$ cat src/rtl/dx_pkg.sv
package dx_pkg;
  typedef enum logic [2:0] {
    FLT_NONE     = 3'd0,
    FLT_ALIGN    = 3'd1,
    FLT_PAGE     = 3'd2,
    FLT_ACV      = 3'd3,
    FLT_MISS     = 3'd4,
    FLT_PTE_MISS = 3'd5
  } fault_e;

  localparam int ST_W     = 6;
  localparam int ST_WR    = 0;
  localparam int ST_ACV   = 1;
  localparam int ST_FOR   = 2;
  localparam int ST_FOW   = 3;
  localparam int ST_MISS  = 4;
  localparam int ST_BADVA = 5;

  localparam int MODE_KERNEL = 0;
endpackage

$ cat src/rtl/dx_addr_check.sv
module dx_addr_check #(
  parameter int VA_W    = 64,
  parameter int VA_IMPL = 43,
  parameter int SIZE_W  = 2,
  parameter int SP_HI   = 47,
  parameter int SP_LO   = 41,
  parameter int SP_TAG  = 'h7e
) (
  input  logic [VA_W-1:0]   va,
  input  logic [SIZE_W-1:0] size,
  output logic              misaligned,
  output logic              va_bad,
  output logic              is_super
);
  localparam int AL_W = (1 << SIZE_W) - 1;
  localparam int SP_W = SP_HI - SP_LO + 1;

  logic [AL_W-1:0] al_mask;
  logic [VA_W-VA_IMPL-1:0] hi_bits;

  always_comb begin
    for (int i = 0; i < AL_W; i++) al_mask[i] = (i < int'(size));
  end

  assign hi_bits    = va[VA_W-1:VA_IMPL];
  assign misaligned = |(va[AL_W-1:0] & al_mask);
  assign va_bad     = !((&hi_bits) || !(|hi_bits));
  assign is_super   = (va[SP_HI:SP_LO] == SP_W'(SP_TAG));
endmodule

$ cat src/rtl/dx_perm_check.sv
module dx_perm_check
  import dx_pkg::*;
#(
  parameter int MODE_W = 2
) (
  input  logic                   write,
  input  logic [MODE_W-1:0]      mode,
  input  logic [(1<<MODE_W)-1:0] rd_mask,
  input  logic [(1<<MODE_W)-1:0] wr_mask,
  input  logic                   fo_rd,
  input  logic                   fo_wr,
  output fault_e                 p_fault,
  output logic [ST_W-1:0]        p_stat
);
  logic allowed, fo_hit;

  assign allowed = write ? wr_mask[mode] : rd_mask[mode];
  assign fo_hit  = write ? fo_wr : fo_rd;

  always_comb begin
    p_fault = FLT_NONE;
    p_stat  = '0;
    if (!allowed) begin
      p_fault         = write ? FLT_PAGE : FLT_ACV;
      p_stat[ST_WR]   = write;
      p_stat[ST_ACV]  = 1'b1;
      p_stat[ST_FOW]  = write & fo_wr;
      p_stat[ST_FOR]  = !write & fo_rd;
    end else if (fo_hit) begin
      p_fault         = FLT_PAGE;
      p_stat[ST_WR]   = write;
      p_stat[ST_FOW]  = write;
      p_stat[ST_FOR]  = !write;
    end
  end
endmodule

$ cat src/rtl/dx_sp_map.sv
module dx_sp_map #(
  parameter int VA_W   = 64,
  parameter int PA_W   = 44,
  parameter int SP_EXT = 40
) (
  input  logic [VA_W-1:0] va,
  output logic [PA_W-1:0] sp_pa
);
  assign sp_pa = {{(PA_W-SP_EXT){va[SP_EXT]}}, va[SP_EXT-1:0]};
endmodule

$ cat src/rtl/dx_xlate_unit.sv
module dx_xlate_unit
  import dx_pkg::*;
#(
  parameter int VA_W    = 64,
  parameter int VA_IMPL = 43,
  parameter int PA_W    = 44,
  parameter int PG_BITS = 13,
  parameter int ASN_W   = 8,
  parameter int SIZE_W  = 2,
  parameter int MODE_W  = 2,
  parameter int SP_HI   = 47,
  parameter int SP_LO   = 41,
  parameter int SP_TAG  = 'h7e,
  parameter int SP_EXT  = 40,
  localparam int NMODES = 1 << MODE_W,
  localparam int PPN_W  = PA_W - PG_BITS,
  localparam int VPN_W  = VA_IMPL - PG_BITS
) (
  input  logic                clk,
  input  logic                rst,
  input  logic                req_valid,
  input  logic [VA_W-1:0]     req_va,
  input  logic [SIZE_W-1:0]   req_size,
  input  logic                req_write,
  input  logic                req_phys,
  input  logic                req_pte,
  input  logic [MODE_W-1:0]   cur_mode,
  input  logic [ASN_W-1:0]    cur_asn,
  output logic [VPN_W-1:0]    lk_vpn,
  output logic [ASN_W-1:0]    lk_asn,
  input  logic                tlb_hit,
  input  logic [PPN_W-1:0]    tlb_ppn,
  input  logic [NMODES-1:0]   tlb_rd_mask,
  input  logic [NMODES-1:0]   tlb_wr_mask,
  input  logic                tlb_for,
  input  logic                tlb_fow,
  output logic                done,
  output logic [PA_W-1:0]     pa,
  output logic [2:0]          fault,
  output logic [ST_W-1:0]     mm_stat,
  output logic                ev_hit,
  output logic                ev_miss,
  output logic                ev_viol
);
  logic misaligned, va_bad, is_super;
  logic [PA_W-1:0] sp_pa, pa_n;
  fault_e perm_f, f_n;
  logic [ST_W-1:0] perm_st, st_n;
  logic tlb_ok;

  assign lk_vpn = req_va[VA_IMPL-1:PG_BITS];
  assign lk_asn = cur_asn;

  dx_addr_check #(
    .VA_W(VA_W), .VA_IMPL(VA_IMPL), .SIZE_W(SIZE_W),
    .SP_HI(SP_HI), .SP_LO(SP_LO), .SP_TAG(SP_TAG)
  ) u_addr (
    .va(req_va), .size(req_size),
    .misaligned(misaligned), .va_bad(va_bad), .is_super(is_super)
  );

  dx_sp_map #(.VA_W(VA_W), .PA_W(PA_W), .SP_EXT(SP_EXT)) u_sp (
    .va(req_va), .sp_pa(sp_pa)
  );

  dx_perm_check #(.MODE_W(MODE_W)) u_perm (
    .write(req_write), .mode(cur_mode),
    .rd_mask(tlb_rd_mask), .wr_mask(tlb_wr_mask),
    .fo_rd(tlb_for), .fo_wr(tlb_fow),
    .p_fault(perm_f), .p_stat(perm_st)
  );

  // Checks in fixed priority order
  always_comb begin
    f_n    = FLT_NONE;
    st_n   = '0;
    pa_n   = '0;
    tlb_ok = 1'b0;
    if (misaligned) begin
      f_n          = FLT_ALIGN;
      st_n[ST_WR]  = req_write;
    end else if (req_phys) begin
      pa_n = req_va[PA_W-1:0];
    end else if (va_bad) begin
      f_n            = FLT_PAGE;
      st_n[ST_WR]    = req_write;
      st_n[ST_ACV]   = 1'b1;
      st_n[ST_BADVA] = 1'b1;
    end else if (is_super) begin
      if (cur_mode != MODE_W'(MODE_KERNEL)) begin
        f_n          = FLT_ACV;
        st_n[ST_WR]  = req_write;
        st_n[ST_ACV] = 1'b1;
      end else begin
        pa_n = sp_pa;
      end
    end else if (!tlb_hit) begin
      f_n           = req_pte ? FLT_PTE_MISS : FLT_MISS;
      st_n[ST_WR]   = req_write;
      st_n[ST_MISS] = 1'b1;
    end else begin
      f_n    = perm_f;
      st_n   = perm_st;
      tlb_ok = (perm_f == FLT_NONE);
      if (tlb_ok) pa_n = {tlb_ppn, req_va[PG_BITS-1:0]};
    end
  end

  always_ff @(posedge clk) begin
    if (rst) begin
      done    <= 1'b0;
      pa      <= '0;
      fault   <= '0;
      mm_stat <= '0;
      ev_hit  <= 1'b0;
      ev_miss <= 1'b0;
      ev_viol <= 1'b0;
    end else begin
      done    <= req_valid;
      ev_hit  <= req_valid && tlb_ok;
      ev_miss <= req_valid && (f_n == FLT_MISS || f_n == FLT_PTE_MISS);
      ev_viol <= req_valid && (f_n == FLT_PAGE || f_n == FLT_ACV);
      if (req_valid) begin
        pa      <= pa_n;
        fault   <= f_n;
        mm_stat <= st_n;
      end
    end
  end
endmodule

$ cat config.mk
export PLATFORM = sky130hd
export DESIGN_NAME = dx_xlate_unit
export DESIGN_NICKNAME = d
export VERILOG_FILES = /design/src/rtl/dx_pkg.sv /design/src/rtl/dx_addr_check.sv /design/src/rtl/dx_perm_check.sv /design/src/rtl/dx_sp_map.sv /design/src/rtl/dx_xlate_unit.sv
export SDC_FILE = /design/constraint.sdc
export NUM_CORES = 1
export LEC_CHECK = 0
export CELL_PAD_IN_SITES_DETAIL_PLACEMENT = 1
export CELL_PAD_IN_SITES_GLOBAL_PLACEMENT = 2
export CORE_MARGIN = 10
export CORE_UTILIZATION = 19
export DETAILED_ROUTE_END_ITERATION = 10
export PLACE_DENSITY = 0.86
export SLEW_MARGIN = 10
export SYNTH_ARGS = -nofsm -noshare
export SYNTH_HDL_FRONTEND = slang
export SYNTH_SLANG_ARGS = --single-unit
$ cat constraint.sdc
create_clock -name clk -period 5.36 [get_ports clk]
set_input_delay 1.072 -clock clk [delete_from_list [all_inputs] [get_ports clk]]
set_output_delay 1.072 -clock clk [all_outputs]
set_load 0.02 [all_outputs]
# After elaboration in Yosys (flattened, before gate mapping)
# Index checks and enable logic that the tools add are counted.
# word_totals
reg_bits	57
output_inout_bits	95
word_cells	77
# classes
n_lt_le_gt_ge	4
n_eq_ne	5
n_mux	45
bitwise_logic	3
n_reduce_logical	13
# ops
cell	n
2-to-1 mux 44 bit	7
2-to-1 mux 3 bit	9
AND reduction 21 bit	1
OR reduction 21 bit	1
2-to-1 mux 1 bit	18
2-to-1 mux 2 bit	7
== test 7 bit (second input constant)	1
== test 3 x 2 -> 1 bit (second input constant)	2
== test 3 bit (second input constant)	2
2-to-1 mux 6 bit	1
2-to-1 mux 5 bit	1
binary-select mux 1 bit (select 2 bit)	2
< comparator 1 x 2 -> 1 bit (first input constant)	2
AND 3 bit	1
logical AND 1 bit	3
zero test 3 bit	1
logical OR 1 bit	3
< comparator 2 x 3 -> 1 bit (second input constant)	1
OR reduction 3 bit	1
AND 1 bit	2
zero test 1 bit	2
< comparator 2 bit (first input constant)	1
nonzero test 2 bit	1

# Logic depth before layout (Yosys ltp)
# logic_depth
word_depth	12
mapped_depth	8
mapped_depth_nobuf	5

# Cells and area by module
# From an unflattened synthesis, not the netlist that was laid out.
# unflattened
cells_unflattened	545
hier_area_um2	4436.8
# by_module_without_submodules
mod	instances	cells_each	area_each_um2
dx_xlate_unit	1	461	3826.2
dx_sp_map	1	44	330.3
dx_perm_check	1	19	147.6
dx_addr_check	1	21	132.6

# Least setup slack after synthesis
# OpenSTA, ideal clock, no wires.
# synth_path
kind	input-to-reg
startpoint	in cur_mode[0]
endpoint	reg pa[21]
setup_ns	0.122
t_arrival_ns	2.685
setup_slack_ns	2.553
stages	8
path_cell_list	buf_6 -> mux2_4 -> a221oi_1 -> nor3_1 -> and3_4 -> buf_6 -> buf_6 -> a221o_1
# synth_between
elab_chain_cells	11
word_cells_on_any_way	15
# synth_lines
item	line_no	rtl
start: declaration	dx_xlate_unit.sv:27	input logic [MODE_W-1:0] cur_mode,
binary-select mux 1 bit (select 2 bit)	dx_perm_check.sv:17	assign allowed = write ? wr_mask[mode] : rd_mask[mode];
2-to-1 mux 1 bit (not written as such)	dx_perm_check.sv:17	
2-to-1 mux 1 bit	dx_perm_check.sv:17	
2-to-1 mux 3 bit	dx_perm_check.sv:23	if (!allowed) begin
zero test 3 bit	dx_xlate_unit.sv:104	tlb_ok = (perm_f == FLT_NONE);
2-to-1 mux 44 bit	dx_xlate_unit.sv:105	if (tlb_ok) pa_n = {tlb_ppn, req_va[PG_BITS-1:0]};
2-to-1 mux 44 bit	dx_xlate_unit.sv:97	end else if (!tlb_hit) begin
2-to-1 mux 44 bit (*)	dx_xlate_unit.sv:89	end else if (is_super) begin
2-to-1 mux 44 bit (*)	dx_xlate_unit.sv:84	end else if (va_bad) begin
2-to-1 mux 44 bit (*)	dx_xlate_unit.sv:82	end else if (req_phys) begin
2-to-1 mux 44 bit (*)	dx_xlate_unit.sv:79	if (misaligned) begin
end signal: assignment	dx_xlate_unit.sv:124	pa <= pa_n;
end: declaration	dx_xlate_unit.sv:38	output logic [PA_W-1:0] pa,
# Mark *: on every way between the ends. The rest lies on a longest branch, timed or not. The select of a mux whose other input is x is not followed.
# A chain may end at the register's enable or synchronous reset.

# Worst setup path after layout
# layout_path
startpoint	in cur_mode[0]
endpoint	reg pa[5]
# Same word-level chain as after synthesis.

==> impl_results.md <==
- DP Wirelength: 10,100 um
- Fillers: 1,660
- Yosys reg bits: 56
- Syn_area_per_cell: 9.32 um2
- Syn_nets: 433
- Starting DRC count in detailed routing: 117
- All-Layer GR Usage: 0.114
- Mean number of vias per cell: 4.50
- Diodes inserted: 0
- Multi-input logic area: 1290 um2
- Nets: 585
- Post-CTS Resized: 0
- Bufs and invs on worst path: 1
- Core Footprint: 14,700 um2
- I/O Buffers: 202
- Final period utilization: 0.702
- Crit path DAT: 3.89 ns
- Slew margin rel.: 0.203
- Worst-skew pair later-pin latency: 0.29 ns
- Synthesized area: 2880 um2
- CTS tree: done
- Netlist cell types: 41
- Inserted Clock Buffers: 5
- Die ar.: 20,500 um2
- Outcome: completed
- DR pass1 iterations: 4
- Vias: 2,905
- Worst setup SP type: input port
- Max stage delay on crit path: 0.91 ns
- WL final: 12,300 um
- Clock buffer depth: 2
- Postcts setup bufs: 0
- Setup TNS: 0 ns
- IO Count: 219
- Critical path endpoint category: flop
- LEAKAGE: 1.81 nW
- Initial antenna violation count: 0
- Worst vdd ir: 128 uV
- Synth-to-layout area growth: 69.9%
- Vert. Die Dim: 143 um
- Placed cells: 638
- Fin crit period: 3.76 ns
- Register area share after synthesis: 0.389
- Final Hold Violating Endpoints: 0
- Worst Max-Slew Pin Slew: 1.20 ns
- Critical path class: in2reg
- H-tree depth: 2
- Crit Path Max Fanout: 13
- Starting Density: 0.196
- # DRC: 0
- Remaining Overflow, GRT: 0
- Max-cap violation count: 0
- RSZ-0062 raised after global routing: no
- Row cnt: 44
- Clock sink count: 56
- First-pass GRT wire length: 18,500 um
- Top delay family on crit path: compound AO/OA/AOI/OAI gates
- Chip width: 143 um
- Clock root cell: clkbuf_16
- Layout cells sized above 1: 0.0368
- Power per cell area: 203 nW/um2
- DR WL/cell: 19.0 um
- Gpl congestion: 0.756
- Max frequency: 266 MHz
- Register area: 1120 um2
- Worst-path cell chain: clkdlybuf4s50_1 -> mux2_2 -> a221oi_1 -> nor3_1 -> o31ai_2 -> o31ai_1
- Cells after Synth: 309
- CP max-delay cell: o31ai_2
- DRT antenna net count: 0
- CTS clock-pin slew for the worst setup and hold paths: 0.07 ns
- Largest net degree at the start of global routing: 52
- # hold bufs at CTS: 0
- Util after Layout: 0.333
- Vias in the first global route: 3,177
- Clk_skew: 0 ns
- Max-slew violations: 0
- Hold crit path type: reg2reg
- Final setup viols: 0
- Critical path data required time: 5.49 ns
- Final Non-Filler Cells: 646
- Synth Warn #: 0
-- placed cells by master (no fill, tap or decap), drive strengths merged, types with 3 or more instances in the layout --
| cell | n |
|---|---|
| nor2 | 8 |
| clkbuf | 8 |
| nor2b | 3 |
| mux2 | 4 |
| nand4 | 5 |
| a221oi | 3 |
| and2 | 29 |
| a32oi | 4 |
| nand2 | 28 |
| and3 | 4 |
| nor3 | 4 |
| clkdlybuf4s50 | 202 |
| inv | 19 |
| nor4 | 4 |
| o211ai | 4 |
| dfxtp | 56 |
| a221o | 27 |
| a22o | 3 |
| mux4 | 3 |
| o21ai | 6 |
| a21oi | 3 |
| o31ai | 17 |
-- final timing paths --
path,start,endpoint,slack [ns],cells past startpoint
setup / recovery,cur_mode[0],pa[5]$_SDFFE_PP0P_,1.60,6
hold / removal,pa[2]$_SDFFE_PP0P_,pa[2]$_SDFFE_PP0P_,0.46,2
setup reg to reg,mm_stat[0]$_SDFFE_PP0P_,mm_stat[0]$_SDFFE_PP0P_,4.39,3
hold reg to reg,pa[2]$_SDFFE_PP0P_,pa[2]$_SDFFE_PP0P_,0.46,2
-- sequential cells by signal, summed over array words and instances (netlist names) --
register	cells
mm_stat	6
pa	44
fault	2
ev_hit	1
ev_miss	1
ev_viol	1
done	1
-- cell families after synthesis --
family | count (synthesis) | share of synthesized area
and+or+nand+nor | 91 | 0.168
AOI/OAI and AO/OA | 78 | 0.232
buffers and inverters | 77 | 0.164
DFF | 56 | 0.389
muxes | 7 | 0.0469
-- tightest hold or removal path, stage by stage (launching register included) --
cell and delay (ns):
dfxtp_1 0.33, nand2_1 0.05, o31ai_1 0.05
-- report_power, final --
part	switching, mW	internal (mW)
Sequential	0.00499	0.426
Clock	0.148	0.187
Combinational	0.0942	0.131
-- cells in the mapped netlist --
cell	number	area, um2
dfxtp_1	56	1120
buf_4	39	293
and2_1	29	181
nand2_1	28	105
a221o_1	27	270
inv_1	19	71.3
o31ai_1	16	120
clkbuf_1	9	33.8
nor2_1	8	30.0
o21ai_0	6	30.0
buf_2	5	25.0
nand4_1	5	31.3
a32oi_1	4	35.0
buf_6	4	45.0
nor3_1	4	20.0
nor4_1	4	25.0
o211ai_1	4	30.0
a21oi_1	3	15.0
a221oi_1	3	26.3
a22o_1	3	26.3
and3_1	3	18.8
mux2_4	3	45.0
mux4_1	3	78.8
nor2b_1	3	18.8
a31o_2	2	17.5
and4_1	2	17.5
nand3_1	2	10.0
o21a_1	2	15.0
a2111oi_4	1	27.5
a21o_1	1	7.51
a22oi_1	1	7.51
a31oi_1	1	6.26
and3_4	1	11.3
buf_1	1	3.75
mux2_2	1	11.3
nand2b_1	1	6.26
o21bai_1	1	7.51
o22ai_1	1	6.26
o31ai_2	1	12.5
o41ai_1	1	8.76
or4_1	1	7.51
-- routing by layer --
metal | GRT usage | part of all wire
met5 | 0 | 0
met1 | 0.123 | 0.38
met4 | 0.0342 | 0.018
met3 | 0.0441 | 0.096
met2 | 0.202 | 0.51
-- cell type report --
cell class                      count  share of cell area
Clock buffer                        8              0.0299
Inverter                           19              0.0146
Multi-Input combinational cell    176               0.265
Sequential cell                    56               0.229
Tap cell                          184              0.0470
Timing Repair Buffer              203               0.415
-- metrics by stage --
step | area [um2] | hold slack (ns) | total power, mW | setup WS, ns
2_1_floorplan | 2880 | 0.530 | 0.539 | 2.55
6_report | 4890 | 0.460 | 0.991 | 1.60
3_3_place_gp | 4750 | 0.439 | 0.664 | 1.35
4_1_cts | 4890 | 0.466 | 1.01 | 1.66
3_5_place_dp | 4750 | 0.450 | 0.668 | 1.35
5_1_grt | 4890 | 0.490 | 1.04 | 1.37
Power figures use the tool's default switching activity.
